<file path="src/rtl/dtmf_pkg.sv">
package dtmf_pkg;

  // Per-group measurement report from datapath to control
  typedef struct packed {
    logic       strobe;   // a period was measured this cycle
    logic       hit;      // the period lies in one of the four bins
    logic       same;     // hit in the same bin as the previous hit
    logic       timeout;  // no edge within the timeout window
    logic [1:0] binIdx;   // bin of the most recent hit
  } groupMeas_t;

  // Strobes from control to datapath
  typedef struct packed {
    logic loadCode;
  } ctrlStrobe_t;

  function automatic int unsigned toneHz(input logic hiGroup, input logic [1:0] idx);
    int unsigned hz;
    if (!hiGroup) begin
      case (idx)
        2'd0: hz = 697;
        2'd1: hz = 770;
        2'd2: hz = 852;
        default: hz = 941;
      endcase
    end else begin
      case (idx)
        2'd0: hz = 1209;
        2'd1: hz = 1336;
        2'd2: hz = 1477;
        default: hz = 1633;
      endcase
    end
    return hz;
  endfunction

  function automatic int unsigned nomPeriod(input int unsigned clkHz, input int unsigned hz);
    return (clkHz + hz / 2) / hz;
  endfunction

endpackage

</file>
<file path="src/rtl/dtmf_period_meter.sv">
module dtmf_period_meter #(
  parameter int unsigned CNT_W       = 13,
  parameter int unsigned TIMEOUT_CYC = 5778
) (
  input  logic             clk,
  input  logic             rstN,
  input  logic             toneIn,
  output logic             periodStrobe,
  output logic [CNT_W-1:0] periodVal,
  output logic             timeoutStrobe
);

  localparam logic [CNT_W-1:0] LIMIT = CNT_W'(TIMEOUT_CYC);

  logic syncA, syncB, syncPrev;
  logic rise;
  logic armed;
  logic [CNT_W-1:0] cnt;

  always_ff @(posedge clk) begin
    if (!rstN) begin
      syncA    <= 1'b0;
      syncB    <= 1'b0;
      syncPrev <= 1'b0;
    end else begin
      syncA    <= toneIn;
      syncB    <= syncA;
      syncPrev <= syncB;
    end
  end

  assign rise = syncB & ~syncPrev;

  always_ff @(posedge clk) begin
    if (!rstN) begin
      cnt           <= '0;
      armed         <= 1'b0;
      periodStrobe  <= 1'b0;
      periodVal     <= '0;
      timeoutStrobe <= 1'b0;
    end else begin
      periodStrobe  <= 1'b0;
      timeoutStrobe <= 1'b0;
      if (rise) begin
        periodStrobe <= armed;
        periodVal    <= cnt;
        armed        <= 1'b1;
        cnt          <= CNT_W'(1);
      end else if (cnt >= LIMIT) begin
        if (armed) begin
          timeoutStrobe <= 1'b1;
        end
        armed <= 1'b0;
      end else begin
        cnt <= cnt + CNT_W'(1);
      end
    end
  end

endmodule

</file>
<file path="src/rtl/dtmf_bin_classifier.sv">
module dtmf_bin_classifier
  import dtmf_pkg::*;
#(
  parameter int unsigned CLK_HZ   = 3579545,
  parameter int unsigned TOL_PPT  = 15,
  parameter bit          HI_GROUP = 1'b0,
  parameter int unsigned CNT_W    = 13
) (
  input  logic [CNT_W-1:0] period,
  output logic             hit,
  output logic [1:0]       binIdx
);

  logic [3:0] hitVec;

  for (genvar g = 0; g < 4; g++) begin : gBin
    localparam int unsigned NOM = nomPeriod(CLK_HZ, toneHz(HI_GROUP, 2'(g)));
    localparam int unsigned DEV = (NOM * TOL_PPT) / 1000;
    localparam logic [CNT_W-1:0] LO_C = CNT_W'(NOM - DEV);
    localparam logic [CNT_W-1:0] HI_C = CNT_W'(NOM + DEV);
    assign hitVec[g] = (period >= LO_C) && (period <= HI_C);
  end

  always_comb begin
    binIdx = 2'd0;
    for (int i = 3; i >= 0; i--) begin
      if (hitVec[i]) begin
        binIdx = 2'(i);
      end
    end
  end

  assign hit = |hitVec;

endmodule

</file>
<file path="src/rtl/dtmf_datapath.sv">
module dtmf_datapath
  import dtmf_pkg::*;
#(
  parameter int unsigned CLK_HZ      = 3579545,
  parameter int unsigned TOL_PPT     = 15,
  parameter int unsigned CNT_W       = 13,
  parameter int unsigned TIMEOUT_CYC = 5778
) (
  input  logic        clk,
  input  logic        rstN,
  input  logic        lowTone,
  input  logic        highTone,
  input  ctrlStrobe_t strobes,
  output groupMeas_t  lowMeas,
  output groupMeas_t  highMeas,
  output logic [3:0]  keyCode
);

  groupMeas_t meas [2];
  logic [1:0] toneVec;

  assign toneVec = {highTone, lowTone};

  for (genvar gi = 0; gi < 2; gi++) begin : gGroup
    logic             pStrobe;
    logic [CNT_W-1:0] pVal;
    logic             tStrobe;
    logic             binHit;
    logic [1:0]       binNow;
    logic [1:0]       lastIdx;
    logic             haveLast;

    dtmf_period_meter #(
      .CNT_W      (CNT_W),
      .TIMEOUT_CYC(TIMEOUT_CYC)
    ) uMeter (
      .clk          (clk),
      .rstN         (rstN),
      .toneIn       (toneVec[gi]),
      .periodStrobe (pStrobe),
      .periodVal    (pVal),
      .timeoutStrobe(tStrobe)
    );

    dtmf_bin_classifier #(
      .CLK_HZ  (CLK_HZ),
      .TOL_PPT (TOL_PPT),
      .HI_GROUP(gi == 1),
      .CNT_W   (CNT_W)
    ) uClass (
      .period(pVal),
      .hit   (binHit),
      .binIdx(binNow)
    );

    always_ff @(posedge clk) begin
      if (!rstN) begin
        lastIdx  <= 2'd0;
        haveLast <= 1'b0;
      end else if (tStrobe) begin
        haveLast <= 1'b0;
      end else if (pStrobe) begin
        haveLast <= binHit;
        if (binHit) begin
          lastIdx <= binNow;
        end
      end
    end

    always_comb begin
      meas[gi].strobe  = pStrobe;
      meas[gi].hit     = binHit;
      meas[gi].same    = binHit && haveLast && (binNow == lastIdx);
      meas[gi].timeout = tStrobe;
      meas[gi].binIdx  = lastIdx;
    end
  end

  assign lowMeas  = meas[0];
  assign highMeas = meas[1];

  always_ff @(posedge clk) begin
    if (!rstN) begin
      keyCode <= 4'd0;
    end else if (strobes.loadCode) begin
      keyCode <= {highMeas.binIdx, lowMeas.binIdx};
    end
  end

endmodule

</file>
<file path="src/rtl/dtmf_ctrl.sv">
module dtmf_ctrl
  import dtmf_pkg::*;
#(
  parameter int unsigned RUN_LEN = 4
) (
  input  logic        clk,
  input  logic        rstN,
  input  groupMeas_t  lowMeas,
  input  groupMeas_t  highMeas,
  input  logic        inhibitCol4,
  output ctrlStrobe_t strobes,
  output logic [1:0]  validQ,
  output logic        tonePresent
);

  localparam int unsigned RUN_W = $clog2(RUN_LEN + 1);
  localparam logic [RUN_W-1:0] RUN_MAX = RUN_W'(RUN_LEN);

  groupMeas_t meas [2];
  logic presentNext;

  assign meas[0] = lowMeas;
  assign meas[1] = highMeas;

  for (genvar gi = 0; gi < 2; gi++) begin : gQual
    logic [RUN_W-1:0] run;
    logic [RUN_W-1:0] runInc;

    assign runInc = (run < RUN_MAX) ? run + RUN_W'(1) : RUN_MAX;

    always_ff @(posedge clk) begin
      if (!rstN) begin
        run        <= '0;
        validQ[gi] <= 1'b0;
      end else if (meas[gi].timeout) begin
        run        <= '0;
        validQ[gi] <= 1'b0;
      end else if (meas[gi].strobe) begin
        if (!meas[gi].hit) begin
          run        <= '0;
          validQ[gi] <= 1'b0;
        end else if (meas[gi].same) begin
          run        <= runInc;
          validQ[gi] <= (runInc >= RUN_MAX);
        end else begin
          run        <= RUN_W'(1);
          validQ[gi] <= (RUN_MAX <= RUN_W'(1));
        end
      end
    end
  end

  assign presentNext = validQ[0] && validQ[1] &&
                       !(inhibitCol4 && (highMeas.binIdx == 2'd3));

  assign strobes.loadCode = presentNext;

  always_ff @(posedge clk) begin
    if (!rstN) begin
      tonePresent <= 1'b0;
    end else begin
      tonePresent <= presentNext;
    end
  end

endmodule

</file>
<file path="src/rtl/dtmf_receiver.sv">
module dtmf_receiver
  import dtmf_pkg::*;
#(
  parameter int unsigned CLK_HZ  = 3579545,
  parameter int unsigned TOL_PPT = 15,
  parameter int unsigned RUN_LEN = 4
) (
  input  logic       clk,
  input  logic       rstN,
  input  logic       lowTone,
  input  logic       highTone,
  input  logic       inhibitCol4,
  output logic [3:0] keyCode,
  output logic       tonePresent
);

  localparam int unsigned MAX_PERIOD  = nomPeriod(CLK_HZ, 697);
  localparam int unsigned TIMEOUT_CYC = MAX_PERIOD + MAX_PERIOD / 8;
  localparam int unsigned CNT_W       = $clog2(TIMEOUT_CYC + 2);

  groupMeas_t  lowMeas;
  groupMeas_t  highMeas;
  ctrlStrobe_t strobes;
  logic [1:0]  validQ;

  dtmf_datapath #(
    .CLK_HZ     (CLK_HZ),
    .TOL_PPT    (TOL_PPT),
    .CNT_W      (CNT_W),
    .TIMEOUT_CYC(TIMEOUT_CYC)
  ) uData (
    .clk     (clk),
    .rstN    (rstN),
    .lowTone (lowTone),
    .highTone(highTone),
    .strobes (strobes),
    .lowMeas (lowMeas),
    .highMeas(highMeas),
    .keyCode (keyCode)
  );

  dtmf_ctrl #(
    .RUN_LEN(RUN_LEN)
  ) uCtrl (
    .clk        (clk),
    .rstN       (rstN),
    .lowMeas    (lowMeas),
    .highMeas   (highMeas),
    .inhibitCol4(inhibitCol4),
    .strobes    (strobes),
    .validQ     (validQ),
    .tonePresent(tonePresent)
  );

endmodule

</file>
<file path="config.mk">
export PLATFORM = sky130hd
export DESIGN_NAME = dtmf_receiver
export DESIGN_NICKNAME = d
export VERILOG_FILES = /design/src/rtl/dtmf_pkg.sv /design/src/rtl/dtmf_period_meter.sv /design/src/rtl/dtmf_bin_classifier.sv /design/src/rtl/dtmf_datapath.sv /design/src/rtl/dtmf_ctrl.sv /design/src/rtl/dtmf_receiver.sv
export SDC_FILE = /design/constraint.sdc
export NUM_CORES = 1
export LEC_CHECK = 0
export BUFFER_PORTS_ARGS = -buffer_cell sky130_fd_sc_hd__buf_2
export CAP_MARGIN = 10
export CORE_MARGIN = 8
export CORE_UTILIZATION = 30
export CTS_BUF_LIST = sky130_fd_sc_hd__clkbuf_4 sky130_fd_sc_hd__clkbuf_8
export DETAILED_ROUTE_END_ITERATION = 10
export SETUP_SLACK_MARGIN = 0.3
export SLEW_MARGIN = 10
export SYNTH_ARGS = -nofsm -noshare
export SYNTH_HDL_FRONTEND = slang
export SYNTH_SLANG_ARGS = --single-unit
</file>
<file path="constraint.sdc">
create_clock -name clk -period 5 [get_ports clk]
set_clock_uncertainty 0.15 [all_clocks]
set_input_delay 1 -clock clk [delete_from_list [all_inputs] [get_ports clk]]
set_output_delay 1 -clock clk [all_outputs]
set_load 0.05 [all_outputs]
</file>
## Word-level counts from Yosys, hierarchy flattened

Index checks and enable logic that the tools add are counted.
Widths: inputs -> output; s select.

- Register bits: 83
- Output and inout bits: 5
- Input bits: 5

- Mux-type cells: 28
- Equal/unequal tests: 5
- Bitwise operators: 9
- Reduce and logical (&&, ||, !) cells: 30
- Magnitude comparators: 22
- Add/sub/neg operators: 4

Operator list:

| cell | number |
|---|---|
| $ge 13x12->1 const B | 5 |
| $ge 13x13->1 const B | 5 |
| $le 13x12->1 const B | 5 |
| $le 13x13->1 const B | 3 |
| $add 13x1->13 const B | 2 |
| $mux 3 | 6 |
| $mux 2 | 8 |
| $logic_and 1x1->1 | 15 |
| $mux 1 | 14 |
| $reduce_or 2->1 | 4 |
| $reduce_or 4->1 | 2 |
| $not 1->1 | 7 |
| $add 3x1->3 const B | 2 |
| $ge 3x3->1 const B | 2 |
| $lt 3x3->1 const B | 2 |
| $reduce_and 3->1 | 2 |
| $reduce_or 3->1 | 2 |
| $eq 2x2->1 | 2 |
| $ne 2x2->1 const B | 2 |
| $reduce_and 2->1 | 2 |
| $reduce_bool 2->1 | 2 |
| $and 1x1->1 | 2 |
| $eq 2x2->1 const B | 1 |
| $logic_not 1->1 | 1 |

## Longest topological paths before layout

Gate-level depths: netlist (run 1).

- Word-level depth: 10
- Mapped depth: 10

## Modules after synthesis

From an unflattened synthesis (run 1), not the netlist that was laid out.

- Cells, all modules: 496
- Area, all modules: 4222.8 sq um

Modules (own cells, without submodules):

| module | instances | area an instance (sq um) | cells each |
|---|---|---|---|
| dtmf_period_meter | 2 | 1346.3 | 155 |
| dtmf_datapath | 1 | 504.2 | 52 |
| dtmf_ctrl | 1 | 377.9 | 37 |
| dtmf_bin_classifier at uData.gGroup[1].uClass | 1 | 336.6 | 53 |
| dtmf_bin_classifier at uData.gGroup[0].uClass | 1 | 311.5 | 44 |

## Worst setup path after synthesis (run 1)

OpenSTA, ideal clock, no wires.

- Path kind: register -> register
- Start: register uData.gGroup[1].uMeter.cnt[0]
- End: register uData.gGroup[1].uMeter.cnt[11]
- Path buffers: 1
- Arrival: 1.847 ns
- Stages on the path, launching flop included: 11
- Slack: 2.875 ns
- Setup time: 0.128 ns
- Period minus slack after synthesis: 2.125 ns
- Required time: 4.722 ns
- Cell sequence: dfxtp_1 inv_1 ha_1 o41ai_2 a21boi_1 o211a_1 o21a_1 buf_6 nor4_1 xnor2_1 nor2_1

- Cells in the longest elaborated chain, start to end: 1
- Elaborated cells between the ends (all ways): 2
- Classes of those cells: 1 x add/sub; 1 x order compare

Ends and longest elaborated chain:

| element | RTL line | source |
|---|---|---|
| start: declaration | dtmf_period_meter.sv:18 | `logic [CNT_W-1:0] cnt;` |
| start signal: assignment | dtmf_period_meter.sv:55 | `cnt <= cnt + CNT_W'(1);` |
| $add 13x1->13 / $ge 13x13->1 (equally long branches) | dtmf_period_meter.sv:55, dtmf_period_meter.sv:49 |  |

Several ways; a longest one is shown, not always the timed one.
A chain may end at the register's enable or synchronous reset.

## Final worst setup path (run 1)

- Start: register uData.gGroup[0].uMeter.cnt[0]
- End: register uData.gGroup[0].uMeter.cnt[4]

- Cells in the longest elaborated chain, start to end: 1
- Elaborated cells between the ends (all ways): 2
- Classes of those cells: 1 x add/sub; 1 x order compare

Ends and longest elaborated chain:

| element | RTL line |
|---|---|
| start: declaration | dtmf_period_meter.sv:18 |
| start signal: assignment | dtmf_period_meter.sv:55 |
| $add 13x1->13 / $ge 13x13->1 (equally long branches) | dtmf_period_meter.sv:55, dtmf_period_meter.sv:49 |

Several ways; a longest one is shown, not always the timed one.

==> results.json, run 1 <==
{
  "finalMaxSlewViolations": 0,
  "postCtsHoldBufs": 0,
  "crit_type": "reg -> reg",
  "routed_via_density": 4.94,
  "nets": 410,
  "yosysWarnings": 0,
  "clock_latency_ns": 0.34,
  "htreeDepth": 3,
  "clockRootBuffer": "clkbuf_8",
  "finalSetupViolCount": 0,
  "slowest_stage": "o21ai_2",
  "fillers": 1238,
  "fmax_mhz": 390,
  "postCtsSetupRepairBufs": 0,
  "yosysTopAreaCellShare_pct": 43.0,
  "overflow": 0,
  "hp-class": "reg -> reg",
  "first_pass_iters": 4,
  "wire_per_inst_um": 12.8,
  "final_layout_size_suffix_gt1_share_pct": 11.6,
  "io_buffers": 9,
  "status": "complete, no violations",
  "hold-worst-slack_ns": 0.288,
  "pin_count": 10,
  "grt_use_met3_pct": 2.41,
  "synth_edf_count": 0,
  "synth_fp_nets": 414,
  "vias": 2846,
  "cts.path.max_buffers": 2,
  "netlist-cell-type-count": 72,
  "critical_path.cell_chain": "inv_1 > ha_1 > o41ai_1 > a21boi_0 > o211a_1 > o21ai_2 > nand4_1 > xor2_1 > nor2_1",
  "async_flop_share_pct": 0,
  "min_to": "uData.gGroup[0].uMeter.syncB",
  "path_clk_slew_ns": 0.08,
  "crit_arrival_ns": 2.63,
  "initial_core_util_pct": 30.3,
  "worst_ir_drop_vdd_mv": 0.112,
  "holdPathStages": 1,
  "cts_made_buffers": 9,
  "worstPathRequired_ns": 5.07,
  "leakage_nw": 1.51,
  "cts_tree": "yes",
  "hold_violations": 0,
  "die_h_um": 128,
  "synth_seq_area_share_pct": 43.0,
  "tightest_slew_ns": 0.862,
  "cts.sinks": 81,
  "drc_errors": 0,
  "ant_nets": 0,
  "wl_um": 7350,
  "worst-path-max-fanout": 14,
  "reg2reg_depth": 9,
  "fp.dieW_um": 128,
  "globalplace.congestion": 0.760,
  "tns_ns": 0,
  "drt_iter0_drc": 192,
  "r2r-end": "uData.gGroup[0].uMeter.cnt[4]",
  "synth.area.top_cells": "dfxtp_1 (43%), a22o_1 (5.6%), nor2_1 (4.4%), xor2_1 (3.3%), nand4_1 (2.3%)",
  "use_met2_pct": 14.2,
  "fin_area_um2": 4130,
  "post_dp_cell_area_um2": 3920,
  "area_growth_pct": 9.35,
  "start_kind": "flop",
  "r2r_slack_ns": 2.44,
  "avgSynthCellArea_um2": 9.36,
  "max-slew-margin-rel_pct": 42.3,
  "rsz0062_at_grt": "false",
  "finalCritPeriodShare_pct": 51.3,
  "diodes": 0,
  "crit_path_end_kind": "flop",
  "syn_area_um2": 3770,
  "grt_pass1_vias": 2713,
  "postSynthCellCount": 403,
  "worstHoldStart": "uData.gGroup[0].uMeter.syncA",
  "grt_pass1_wl_um": 12900,
  "timing.rr.start": "uData.gGroup[0].uMeter.cnt[0]",
  "die-area_um2": 16400,
  "finalCriticalPeriod_ns": 2.56,
  "met1_usage_pct": 12.5,
  "grt_use_total_pct": 9.49,
  "grt_max_degree": 23,
  "cts_resized": 0,
  "core_area_um2": 12500,
  "dp_hpwl_um": 5270,
  "synth.most_common_cell": "dfxtp_1",
  "drv_cap": 0,
  "ys.flop_type": "dfxtp_1",
  "row_count": 41,
  "synth.largest_area_cell": "dfxtp_1",
  "top_usage_layer": "met2",
  "grt_antenna_before_repair": 2,
  "ys_ff_latch": 81,
  "p_per_area_nw_per_um2": 287,
  "slowest_delay_ns": 0.48,
  "synth_commonest_cells": "dfxtp_1 (81), nor2_1 (44), a22o_1 (24)"
}
## kinds of logic (layout without fill, tap and decap cells)
kind of cell | after synthesis | after routing | share of synthesized area, %
buffers and inverters | 30 | 31 | 3.71
xor gates and xnor gates | 23 | 23 | 5.54
adders and majority gates | 6 | 6 | 1.99
and+or+nand+nor | 159 | 159 | 23.1
muxes | 7 | 7 | 1.89
AOI/OAI and AO/OA | 97 | 97 | 20.8
DFF | 81 | 81 | 43.0
## registers in the layout (all words and copies together) (netlist names)
signal                             flops
uData.gGroup.uMeter.cnt               26
uData.gGroup.uMeter.periodVal         26
uCtrl.gQual.run                        6
uData.gGroup.lastIdx                   4
uData.keyCode                          4
uData.gGroup.haveLast                  2
uData.gGroup.uMeter.armed              2
uData.gGroup.uMeter.periodStrobe       2
uData.gGroup.uMeter.syncA              2
uData.gGroup.uMeter.syncB              2
uData.gGroup.uMeter.syncPrev           2
uData.gGroup.uMeter.timeoutStrobe      2
uCtrl.tonePresent                      1
## report_power, final
part	total, mW	leakage, nW	switching [mW]	internal (mW)
Combinational	0.0320	0.752	0.0212	0.0108
Sequential	0.662	0.655	0.00980	0.652
Clock	0.489	0.106	0.225	0.264
## worst max path at each step
stage	start	end	slack, ns	cells past startpoint
6_report	uData.gGroup[0].uMeter.cnt[0]	uData.gGroup[0].uMeter.cnt[4]	2.44	9
5_1_grt	uData.gGroup[0].uMeter.cnt[0]	uData.gGroup[0].uMeter.cnt[4]	2.16	9
4_1_cts	uData.gGroup[0].uMeter.cnt[0]	uData.gGroup[0].uMeter.cnt[4]	2.40	9
3_5_place_dp	rstN	uData.gGroup[1].uMeter.periodVal[2]	2.11	4
3_3_place_gp	rstN	uData.gGroup[1].uMeter.periodVal[2]	2.20	4
2_1_floorplan	uData.gGroup[1].uMeter.cnt[0]	uData.gGroup[1].uMeter.cnt[11]	2.88	10
## placed cells by master (no fill, tap or decap), drive strengths merged, types with 8 or more instances in the layout
cell / Yosys / layout
dfxtp: 81 / 81
nor2: 44 / 44
a22o: 25 / 25
nand2: 22 / 22
nand4: 14 / 14
xor2: 14 / 14
a21oi: 13 / 13
clkbuf: 16 / 12
and3: 12 / 12
o21ai: 12 / 12
and2: 11 / 11
nor3: 9 / 9
buf: 8 / 9
xnor2: 9 / 9
nand2b: 8 / 8
## metal layers
| layer | part of all wire (%) | up-vias | routed length [um] |
|---|---|---|---|
| met2 | 43 | 40 | 3190 |
| met5 | 0.34 | - | 25 |
| met4 | 1.5 | 4 | 107 |
| met1 | 51 | 1317 | 3770 |
| met3 | 3.4 | 12 | 252 |
| li1 | - | 1473 | - |
## worst max-delay path: cells and delay by family (launching register included)
kind / cells / cell delay [ns]
buf+inv: 1 / 0.07
xor+xnor: 1 / 0.20
flops: 1 / 0.44
simple gates: 2 / 0.25
fa+ha+maj: 1 / 0.19
compound gates: 4 / 1.13
## through the flow
step	worst slack [ns]	total power [mW]	utilization [%]	instances
floorplan	2.88	0.702	-	403
global placement	2.20	0.709	31.4	560
detailed placement	2.11	0.710	31.4	560
CTS	2.40	1.20	33.1	576
global route	2.16	1.24	33.1	576
finish	2.44	1.18	33.1	576
## area by class of cell
cell class	count	area, um^2	area share (%)
Clock buffer	12	159	3.85
Clock inverter	4	51.3	1.24
Inverter	6	22.5	0.546
Multi-Input combinational cell	292	2010	48.7
Sequential cell	81	1620	39.3
Tap cell	172	215	5.22
Timing Repair Buffer	9	45.0	1.09
No activity file was read; power rests on OpenSTA's default activity.
==> run 2: changes to the inputs <==
==> constraint.sdc (replaced) <==
create_clock -name clk -period 2.34 [get_ports clk]
set_clock_uncertainty 0.15 [all_clocks]
set_input_delay 0.468 -clock clk [delete_from_list [all_inputs] [get_ports clk]]
set_output_delay 0.468 -clock clk [all_outputs]
set_load 0.05 [all_outputs]
==> results.json, run 2 (same netlist as run 1, synthesis figures left out) <==
{
  "layout_common_cells": "dfxtp_1 (63), nor2_1 (42), buf_4 (25)",
  "drt_iter0_drc": 189,
  "multiInputGateArea_um2": 2270,
  "core_area_um2": 12500,
  "clock_latency_ns": 0.36,
  "cts.path.max_buffers": 2,
  "slowest_stage": "or3_4",
  "hold_violations": 0,
  "slowest_delay_ns": 0.40,
  "max-slew-margin-rel_pct": 61.9,
  "vias": 3090,
  "wl_um": 8420,
  "reg_top3": "uData.gGroup.uMeter.cnt: 26 flops, uData.gGroup.uMeter.periodVal: 26 flops, uCtrl.gQual.run: 6 flops",
  "min_to": "uData.gGroup[1].uMeter.syncA",
  "crit_type": "reg -> reg",
  "hp-class": "in -> reg",
  "fillers": 1224,
  "grt_use_total_pct": 10.6,
  "row_count": 41,
  "initial_core_util_pct": 30.3,
  "globalplace.congestion": 0.801,
  "worst-path-max-fanout": 3,
  "die-area_um2": 16400,
  "timing.rr.start": "uData.gGroup[0].uMeter.periodVal[3]",
  "dp_hpwl_um": 5830,
  "r2r-end": "uCtrl.gQual[0].run[0]",
  "seqCellArea_um2": 1650,
  "leakage_nw": 1.76,
  "worstPathRequired_ns": 2.44,
  "crit_arrival_ns": 2.21,
  "final_layout_size_suffix_gt1_share_pct": 30.2,
  "critical_path.cell_chain": "or3_4 > and3_4 > o41ai_4 > o21ai_2 > xnor2_2 > o2111ai_2 > o21a_1",
  "status": "complete, no violations",
  "grt_pass1_wl_um": 14300,
  "p_per_area_nw_per_um2": 564,
  "layout_commonest_cell": "dfxtp_1",
  "drc_errors": 0,
  "overflow": 0,
  "worst_ir_drop_vdd_mv": 0.322,
  "worstHoldStart": "highTone",
  "cts.sinks": 81,
  "finalSetupViolCount": 0,
  "reg2reg_depth": 7,
  "rsz0062_at_grt": "true",
  "area_growth_pct": 25.1,
  "finalMaxSlewViolations": 0,
  "finalCritPeriodShare_pct": 89.9,
  "htreeDepth": 3,
  "pin_count": 10,
  "io_buffers": 9,
  "tightest_slew_ns": 0.570,
  "postCtsHoldBufs": 0,
  "r2r_slack_ns": 0.24,
  "path_clk_slew_ns": 0.08,
  "diodes": 0,
  "finalCriticalPeriod_ns": 2.10,
  "clockRootBuffer": "clkbuf_8",
  "fp.dieW_um": 128,
  "crit_path_end_kind": "flop",
  "wire_per_inst_um": 13.8,
  "ant_nets": 0,
  "start_kind": "flop",
  "grt_antenna_before_repair": 0,
  "grt_max_degree": 17,
  "cts_made_buffers": 9,
  "drv_cap": 0,
  "cts_tree": "yes",
  "routed_via_density": 5.07,
  "nets": 443,
  "grt_pass1_vias": 3026,
  "holdPathStages": 2,
  "die_h_um": 128,
  "fin_util_pct": 37.9,
  "first_pass_iters": 4,
  "tns_ns": 0,
  "fmax_mhz": 475
}
[run 2: changes by cell type in the layout (fill, tap and decap cells not counted), sizes merged]
cell	previous run	this run
buf	9	42
clkbuf	12	15
clkinv	3	1
clkinvlp	1	0
[run 2: through the flow]
| step | setup WS (ns) | hold slack [ns] | power, mW | instances | instance area [um^2] |
|---|---|---|---|---|---|
| finish | 0.236 | 0.181 | 2.66 | 609 | 4720 |
| detailed placement | 0.111 | 0.270 | 1.53 | 581 | 4110 |
| CTS | 0.236 | 0.169 | 2.67 | 604 | 4500 |
| global placement | 0.172 | 0.264 | 1.53 | 581 | 4110 |
| floorplan | 0.268 | 0.262 | 1.50 | 403 | 3810 |
| global route | 0.105 | 0.192 | 2.76 | 609 | 4720 |
[run 2: how the worst max path moves through the flow]
| stage | startpoint | endpoint | slack [ns] |
|---|---|---|---|
| floorplan | uData.gGroup[0].uMeter.periodVal[3] | uCtrl.gQual[0].run[0] | 0.27 |
| global placement | uData.gGroup[1].uMeter.periodVal[6] | uCtrl.gQual[1].run[0] | 0.17 |
| detailed placement | uData.gGroup[1].uMeter.periodVal[6] | uCtrl.gQual[1].run[0] | 0.11 |
| CTS | uData.gGroup[1].uMeter.periodVal[0] | uCtrl.gQual[1].run[0] | 0.24 |
| global route | uData.gGroup[1].uMeter.periodVal[0] | uCtrl.gQual[1].run[0] | 0.10 |
| finish | uData.gGroup[0].uMeter.periodVal[3] | uCtrl.gQual[0].run[0] | 0.24 |
[run 2: what timing repair did]
action	4_1_cts	5_1_grt
setup buffers	6	5
gates cloned	1	0
pin swaps	13	27
setup endpoints to repair	30	33
resized for setup	31	44
[run 2: routing by layer]
metal	global-route usage, %	up-vias	part of all wire, %
li1	-	1542	-
met1	13.4	1490	48
met2	16.8	45	48
met3	2.29	13	2.7
met4	4.97	0	2.0
met5	0	-	0
[run 2: cell type report]
type                            count  share of cell area, %
Multi-Input combinational cell    292                   48.1
Sequential cell                    81                   34.9
Timing Repair Buffer               42                   7.03
Tap cell                          172                   4.56
Clock buffer                       15                   4.24
Clock inverter                      1                  0.636
Inverter                            6                  0.530
[run 2: worst max-delay path: cells and delay by family (launching register included)]
kind,cells,cell delay (ns)
DFF,1,0.32
AOI/OAI and AO/OA,4,0.80
and+or+nand+nor,2,0.59
xor gates and xnor gates,1,0.15
[run 2: power breakdown]
part,switching [mW],internal [mW]
Sequential,0.0180,1.39
Combinational,0.0639,0.0439
Clock,0.492,0.652
